[config.mk]
export PLATFORM = sky130hd
export DESIGN_NAME = life_row_stream
export DESIGN_NICKNAME = d
export VERILOG_FILES = /design/src/rtl/life_pkg.sv /design/src/rtl/life_colsum.sv /design/src/rtl/life_hsum.sv /design/src/rtl/life_rule.sv /design/src/rtl/life_gen_core.sv /design/src/rtl/life_row_stream.sv
export SDC_FILE = /design/constraint.sdc
export NUM_CORES = 1
export LEC_CHECK = 0
export BUFFER_PORTS_ARGS = -buffer_cell sky130_fd_sc_hd__buf_2
export CAP_MARGIN = 20
export CORE_ASPECT_RATIO = 2
export CORE_UTILIZATION = 55
export CTS_CLUSTER_SIZE = 28
export DETAILED_ROUTE_END_ITERATION = 10
export PLACE_DENSITY = 0.72
export SETUP_SLACK_MARGIN = 0.02
export SYNTH_ARGS = -nofsm -noshare
export SYNTH_HDL_FRONTEND = slang
export SYNTH_SLANG_ARGS = --single-unit
[constraint.sdc]
create_clock -name clk -period 3.4 [get_ports clk]
set_input_delay 0.17 -clock clk [delete_from_list [all_inputs] [get_ports clk]]
set_output_delay 0.17 -clock clk [all_outputs]
set_load 0.005 [all_outputs]
[src/rtl/life_pkg.sv]
package life_pkg;

  typedef enum logic [1:0] {
    WIN_EMPTY  = 2'd0,
    WIN_PRIMED = 2'd1,
    WIN_FLUSH  = 2'd2
  } win_state_e;

  // Rule on a 3x3 sum that includes the centre cell itself.
  function automatic logic cell_next(input logic [3:0] sum9, input logic self_alive);
    return (sum9 == 4'd3) || (self_alive && (sum9 == 4'd4));
  endfunction

endpackage

[src/rtl/life_colsum.sv]
module life_colsum #(
  parameter int N = 10
) (
  input  logic [N-1:0] row_a,
  input  logic [N-1:0] row_b,
  input  logic [N-1:0] row_c,
  output logic [N-1:0] sum_lo,
  output logic [N-1:0] sum_hi
);
  // Bitwise full adder: per column, sum of three cells as two planes.
  function automatic logic [2*N-1:0] fa3(input logic [N-1:0] a,
                                         input logic [N-1:0] b,
                                         input logic [N-1:0] c);
    return {(a & b) | (a & c) | (b & c), a ^ b ^ c};
  endfunction

  assign {sum_hi, sum_lo} = fa3(row_a, row_b, row_c);
endmodule

[src/rtl/life_hsum.sv]
module life_hsum #(
  parameter int W = 8,
  localparam int WE = W + 2
) (
  input  logic [WE-1:0]     col_lo,
  input  logic [WE-1:0]     col_hi,
  output logic [3:0][W-1:0] cnt_pl
);
  logic [W-1:0] l_left, l_mid, l_right, h_left, h_mid, h_right;
  logic [W-1:0] a0, a1, b0, b1, carry4;

  assign l_left  = col_lo[W-1:0];
  assign l_mid   = col_lo[W:1];
  assign l_right = col_lo[W+1:2];
  assign h_left  = col_hi[W-1:0];
  assign h_mid   = col_hi[W:1];
  assign h_right = col_hi[W+1:2];

  // weight-1 planes of the three column sums
  assign a0 = l_left ^ l_mid ^ l_right;
  assign a1 = (l_left & l_mid) | (l_left & l_right) | (l_mid & l_right);
  // weight-2 planes of the three column sums
  assign b0 = h_left ^ h_mid ^ h_right;
  assign b1 = (h_left & h_mid) | (h_left & h_right) | (h_mid & h_right);

  assign carry4    = a1 & b0;
  assign cnt_pl[0] = a0;
  assign cnt_pl[1] = a1 ^ b0;
  assign cnt_pl[2] = b1 ^ carry4;
  assign cnt_pl[3] = b1 & carry4;
endmodule

[src/rtl/life_rule.sv]
module life_rule #(
  parameter int W = 8
) (
  input  logic [3:0][W-1:0] cnt_pl,
  input  logic [W-1:0]      center,
  output logic [W-1:0]      nxt
);
  import life_pkg::*;

  for (genvar i = 0; i < W; i++) begin : g_cell
    assign nxt[i] = cell_next({cnt_pl[3][i], cnt_pl[2][i], cnt_pl[1][i], cnt_pl[0][i]},
                              center[i]);
  end
endmodule

[src/rtl/life_gen_core.sv]
module life_gen_core #(
  parameter int W = 8,
  localparam int WE = W + 2
) (
  input  logic [WE-1:0] above_x,
  input  logic [WE-1:0] center_x,
  input  logic [WE-1:0] below_x,
  output logic [W-1:0]  nxt
);
  logic [WE-1:0]     col_lo, col_hi;
  logic [3:0][W-1:0] cnt_pl;

  life_colsum #(.N(WE)) u_colsum (
    .row_a (above_x),
    .row_b (center_x),
    .row_c (below_x),
    .sum_lo(col_lo),
    .sum_hi(col_hi)
  );

  life_hsum #(.W(W)) u_hsum (
    .col_lo(col_lo),
    .col_hi(col_hi),
    .cnt_pl(cnt_pl)
  );

  life_rule #(.W(W)) u_rule (
    .cnt_pl(cnt_pl),
    .center(center_x[W:1]),
    .nxt   (nxt)
  );
endmodule

[src/rtl/life_row_stream.sv]
module life_row_stream #(
  parameter int W = 16
) (
  input  logic         clk,
  input  logic         rst_n,
  input  logic         in_valid,
  output logic         in_ready,
  input  logic [W-1:0] in_row,
  input  logic         in_last,
  output logic         out_valid,
  input  logic         out_ready,
  output logic [W-1:0] out_row,
  output logic         out_last
);
  import life_pkg::*;

  localparam int WE = W + 2;

  win_state_e   state_q;
  logic [W-1:0] top_q, mid_q;
  logic         out_valid_q, out_last_q;
  logic [W-1:0] out_row_q;

  // named events for the checker
  logic         slot_free, in_fire, flush_evt, emit_evt;
  logic [W-1:0] win_top, win_mid, win_bot, nxt_row;

  assign slot_free = !out_valid_q || out_ready;
  assign in_ready  = slot_free && (state_q != WIN_FLUSH);
  assign in_fire   = in_valid && in_ready;
  assign flush_evt = slot_free && (state_q == WIN_FLUSH);
  assign emit_evt  = (in_fire && (state_q == WIN_PRIMED)) || flush_evt;

  assign win_top = top_q;
  assign win_mid = mid_q;
  assign win_bot = flush_evt ? '0 : in_row;

  life_gen_core #(.W(W)) u_core (
    .above_x ({1'b0, win_top, 1'b0}),
    .center_x({1'b0, win_mid, 1'b0}),
    .below_x ({1'b0, win_bot, 1'b0}),
    .nxt     (nxt_row)
  );

  always_ff @(posedge clk or negedge rst_n) begin
    if (!rst_n) begin
      state_q <= WIN_EMPTY;
      top_q   <= '0;
      mid_q   <= '0;
    end else if (flush_evt) begin
      state_q <= WIN_EMPTY;
      top_q   <= '0;
      mid_q   <= '0;
    end else if (in_fire) begin
      top_q   <= (state_q == WIN_PRIMED) ? mid_q : '0;
      mid_q   <= in_row;
      state_q <= in_last ? WIN_FLUSH : WIN_PRIMED;
    end
  end

  always_ff @(posedge clk or negedge rst_n) begin
    if (!rst_n) begin
      out_valid_q <= 1'b0;
      out_last_q  <= 1'b0;
      out_row_q   <= '0;
    end else if (emit_evt) begin
      out_valid_q <= 1'b1;
      out_last_q  <= flush_evt;
      out_row_q   <= nxt_row;
    end else if (out_ready) begin
      out_valid_q <= 1'b0;
    end
  end

  assign out_valid = out_valid_q;
  assign out_row   = out_row_q;
  assign out_last  = out_last_q;

  logic unused_we;
  assign unused_we = (WE > 0);
endmodule

==> results by group <==
Run status
  • Status: completed

Critical path
  • Worst flop-to-flop path endpoint: out_row[13]
  • Register-to-register setup slack: approximately 270 ps
  • Critical Path Sink Type: flip-flop
  • CP Launch Point: state_q[0]
  • Startpoint Class: flip-flop
  • Setup Crit Path Kind: flip-flop to flip-flop
  • Critical Path AT: around 3400 ps
  • Critical R2R Launch: state_q[0]
  • R2r worst-path depth: 13
  • Critical Path Fanout Max: 14
  • Critical Path RT: about 3600 ps

Floorplan
  • Core Area: just under 8000 um2
  • DIE AREA: around 8600 um2
  • Row cnt: 46
  • Initial Util: between 50% and 60%
  • DIE WIDTH: ~66 um
  • Die height: between 100 and 150 um
  • # IOs: 40

Timing
  • Setup Skew: about 5.2 ps
  • Crit share post-route: between 90% and 100%
  • Final setup margin: roughly 270 ps
  • Hold Fails Final Rpt: 0
  • Pins Over Slew Limit: 0
  • Worst-margin pin slew: about 760 ps
  • Unrepaired setup endpoints after global routing: false
  • Final setup TNS: 0 ps
  • Setup-failing EPs final: 0
  • Post-route minimum period: 3130 ps
  • Slew HR: between 40% and 50%
  • Maximum clock rate: between 0.3 and 0.4 GHz

Layout
  • Layout area overhead: 9.99%
  • Diode count: 0
  • Non-Filler Cell Area, Final: ~5000 um2
  • Number of nets in the layout: about 630
  • Layout cell share with drive strength beyond 1: a little over an eighth

Placed design
  • Place WS: 280 ps
  • Port bufs: 39
  • Final Wtd Congestion: around 0.85
  • DP Area: a little under 5000 um2
  • Post-DP HPWL: approximately 7.7 mm

Drt
  • Total number of vias: 3382
  • WL/cell: 16.0 um
  • ANT nets after route: 0
  • DRC: 0
  • Routed wire length: between 9 and 10 mm
  • DR vias/cell: ~5.5
  • Initial drt markers: 97
  • Drt pass-1 iters: 4

Clock network
  • CTS clk-pin slew, worst paths: approximately 70 ps
  • # clock sinks: 52
  • H-tree Lvls: 2
  • CTS Buf Count: 5
  • Post-CTS Setup Bufs: 0
  • Deepest clock path buffer count: 2
  • CTS tree: done
  • Root Buffer: clkbuf_16
  • # resized after CTS: 0
  • Clock latency on the worst-skew pair: around 300 ps

Logic synthesis
  • Yosys cell types: 39
  • Syn nets: 587
  • Post-synthesis sequential area ratio: 28.7%
  • #FFs+latches synth: 52
  • YS warnings: 0
  • Mean Syn Cell Area: approximately 9.5 um2
  • Post-synth top area share: between 20 and 30%
  • Synth top area cells: dfrtp_1 (29%), ha_1 (17%), fa_1 (12%)
  • Top cell type by total area after synthesis: dfrtp_1
  • Synth Instances: approximately 480
  • Synth Cell Area: about 4500 um2

GRT
  • Total GRT Usage: between 20% and 30%
  • Vias in the first global route: around 3500
  • First-pass GRT wire length: around 16 mm
  • Initial antenna violation count: 0
  • Grt total ovfl: 0
  • Largest net degree at the start of global routing: 28

Worst hold path
  • Hold endpoint: mid_q[15]
  • Hold Path Stages: 3
  • Min-Delay Path Class: input pin to flip-flop
  • Hold Path Origin: in_row[15]

Job
  • # Max-Cap Violations: 0
==> synthesized netlist by cell type (all sizes together) <==
cell and n:
ha 63, and2 3, xor2 4, nand3b 12, a31o 1, or2 1, nor2 26, a22o 1
xnor2 40, a21oi 20, a31oi 15, nand2 75, buf 9, o21ai 29, a211oi 2, nor2b 1
clkbuf 5, o21bai 4, nand2b 2, nand4b 11, nor3 2, mux2 1, nor4b 1, inv 51
dfrtp 52, a21o 1, o21a 1, nand3 2, a211o 12, fa 27, and2b 2
==> logic make-up after synthesis <==
kind of cell    synth area share, %
compound gates                 12.4
xor+xnor                       8.50
fa+ha+maj                      29.3
buf+inv                        6.01
flops                          28.7
mux                           0.248
simple gates                   14.8
==> timing repair <==
item | 4_1_cts | 5_1_grt
endpoints found under the setup margin | 0 | 0
hold buffers | 1 | 0
endpoints found under the hold margin | 25 | 0
==> worst max-delay path by stage <==
| stage | to | slack [ps] | cells past startpoint |
|---|---|---|---|
| 4_1_cts | out_row[13] | 260 | 13 |
| 3_5_place_dp | out_row[13] | 280 | 13 |
| 3_3_place_gp | out_row[13] | 380 | 13 |
| 6_report | out_row[13] | 270 | 13 |
| 5_1_grt | out_row[13] | 30 | 13 |
| 2_1_floorplan | out_row[13] | 490 | 14 |
==> metal layers <==
layer	global-route usage, %	vias to the layer above	share of wire [%]
met5	0	-	0
met4	10.9	0	3.2
met3	3.04	21	1.9
met2	48.0	54	57
met1	26.9	1640	38
li1	-	1667	-
==> flip-flops by register name, indices dropped and copies added (netlist names) <==
register,flops
mid_q,16
out_row,16
top_q,16
state_q,2
out_last,1
out_valid,1
==> critical path, cell delays in order (launching register included) <==
cell      delay (ps)
dfrtp_1          400
nand2b_4         260
o21ai_1          310
inv_1             90
fa_1             360
inv_1            180
fa_1             440
inv_1             70
ha_1             150
inv_1             40
ha_1             260
nand3b_1          60
mux2_1           290
a21oi_1          140
==> stage by stage <==
step / cells / hold slack [ps] / utilization (%)
floorplan: 476 / -126 / -
global placement: 601 / 242 / 60.5
detailed placement: 601 / 253 / 60.5
CTS: 610 / 78.9 / 62.7
global route: 611 / 95.5 / 62.8
finish: 611 / 82.1 / 62.8
==> final cells by class <==
| cell class | count | area (um2) |
|---|---|---|
| Clock inverter | 3 | 42.5 |
| Sequential cell | 52 | 1300 |
| Fill cell | 685 | 2950 |
| Inverter | 51 | 191 |
| Tap cell | 96 | 120 |
| Timing Repair Buffer | 45 | 243 |
| Multi-Input combinational cell | 359 | 2970 |
| Clock buffer | 5 | 125 |
==> layout by cell type, fill, tap and decap left out, types with 3 or more instances in the layout <==
cell / Yosys / routed
and2_1: 3 / 3
ha_1: 63 / 63
o21ai_1: 3 / 3
a21oi_1: 19 / 19
inv_1: 51 / 51
xor2_1: 4 / 4
o21ai_2: 9 / 9
nand3b_1: 12 / 12
nand4b_1: 11 / 11
xnor2_1: 40 / 40
fa_1: 27 / 27
buf_4: 2 / 5
a31oi_1: 15 / 15
nand2_1: 75 / 75
dfrtp_1: 52 / 52
nor2_1: 25 / 25
o21ai_0: 17 / 17
a211o_1: 12 / 12
clkbuf_16: 0 / 5
buf_2: 5 / 39
Power is left out: the tool's default activity adds up to more than one toggle a clock period on the data nets, which glitch-free logic cannot reach.
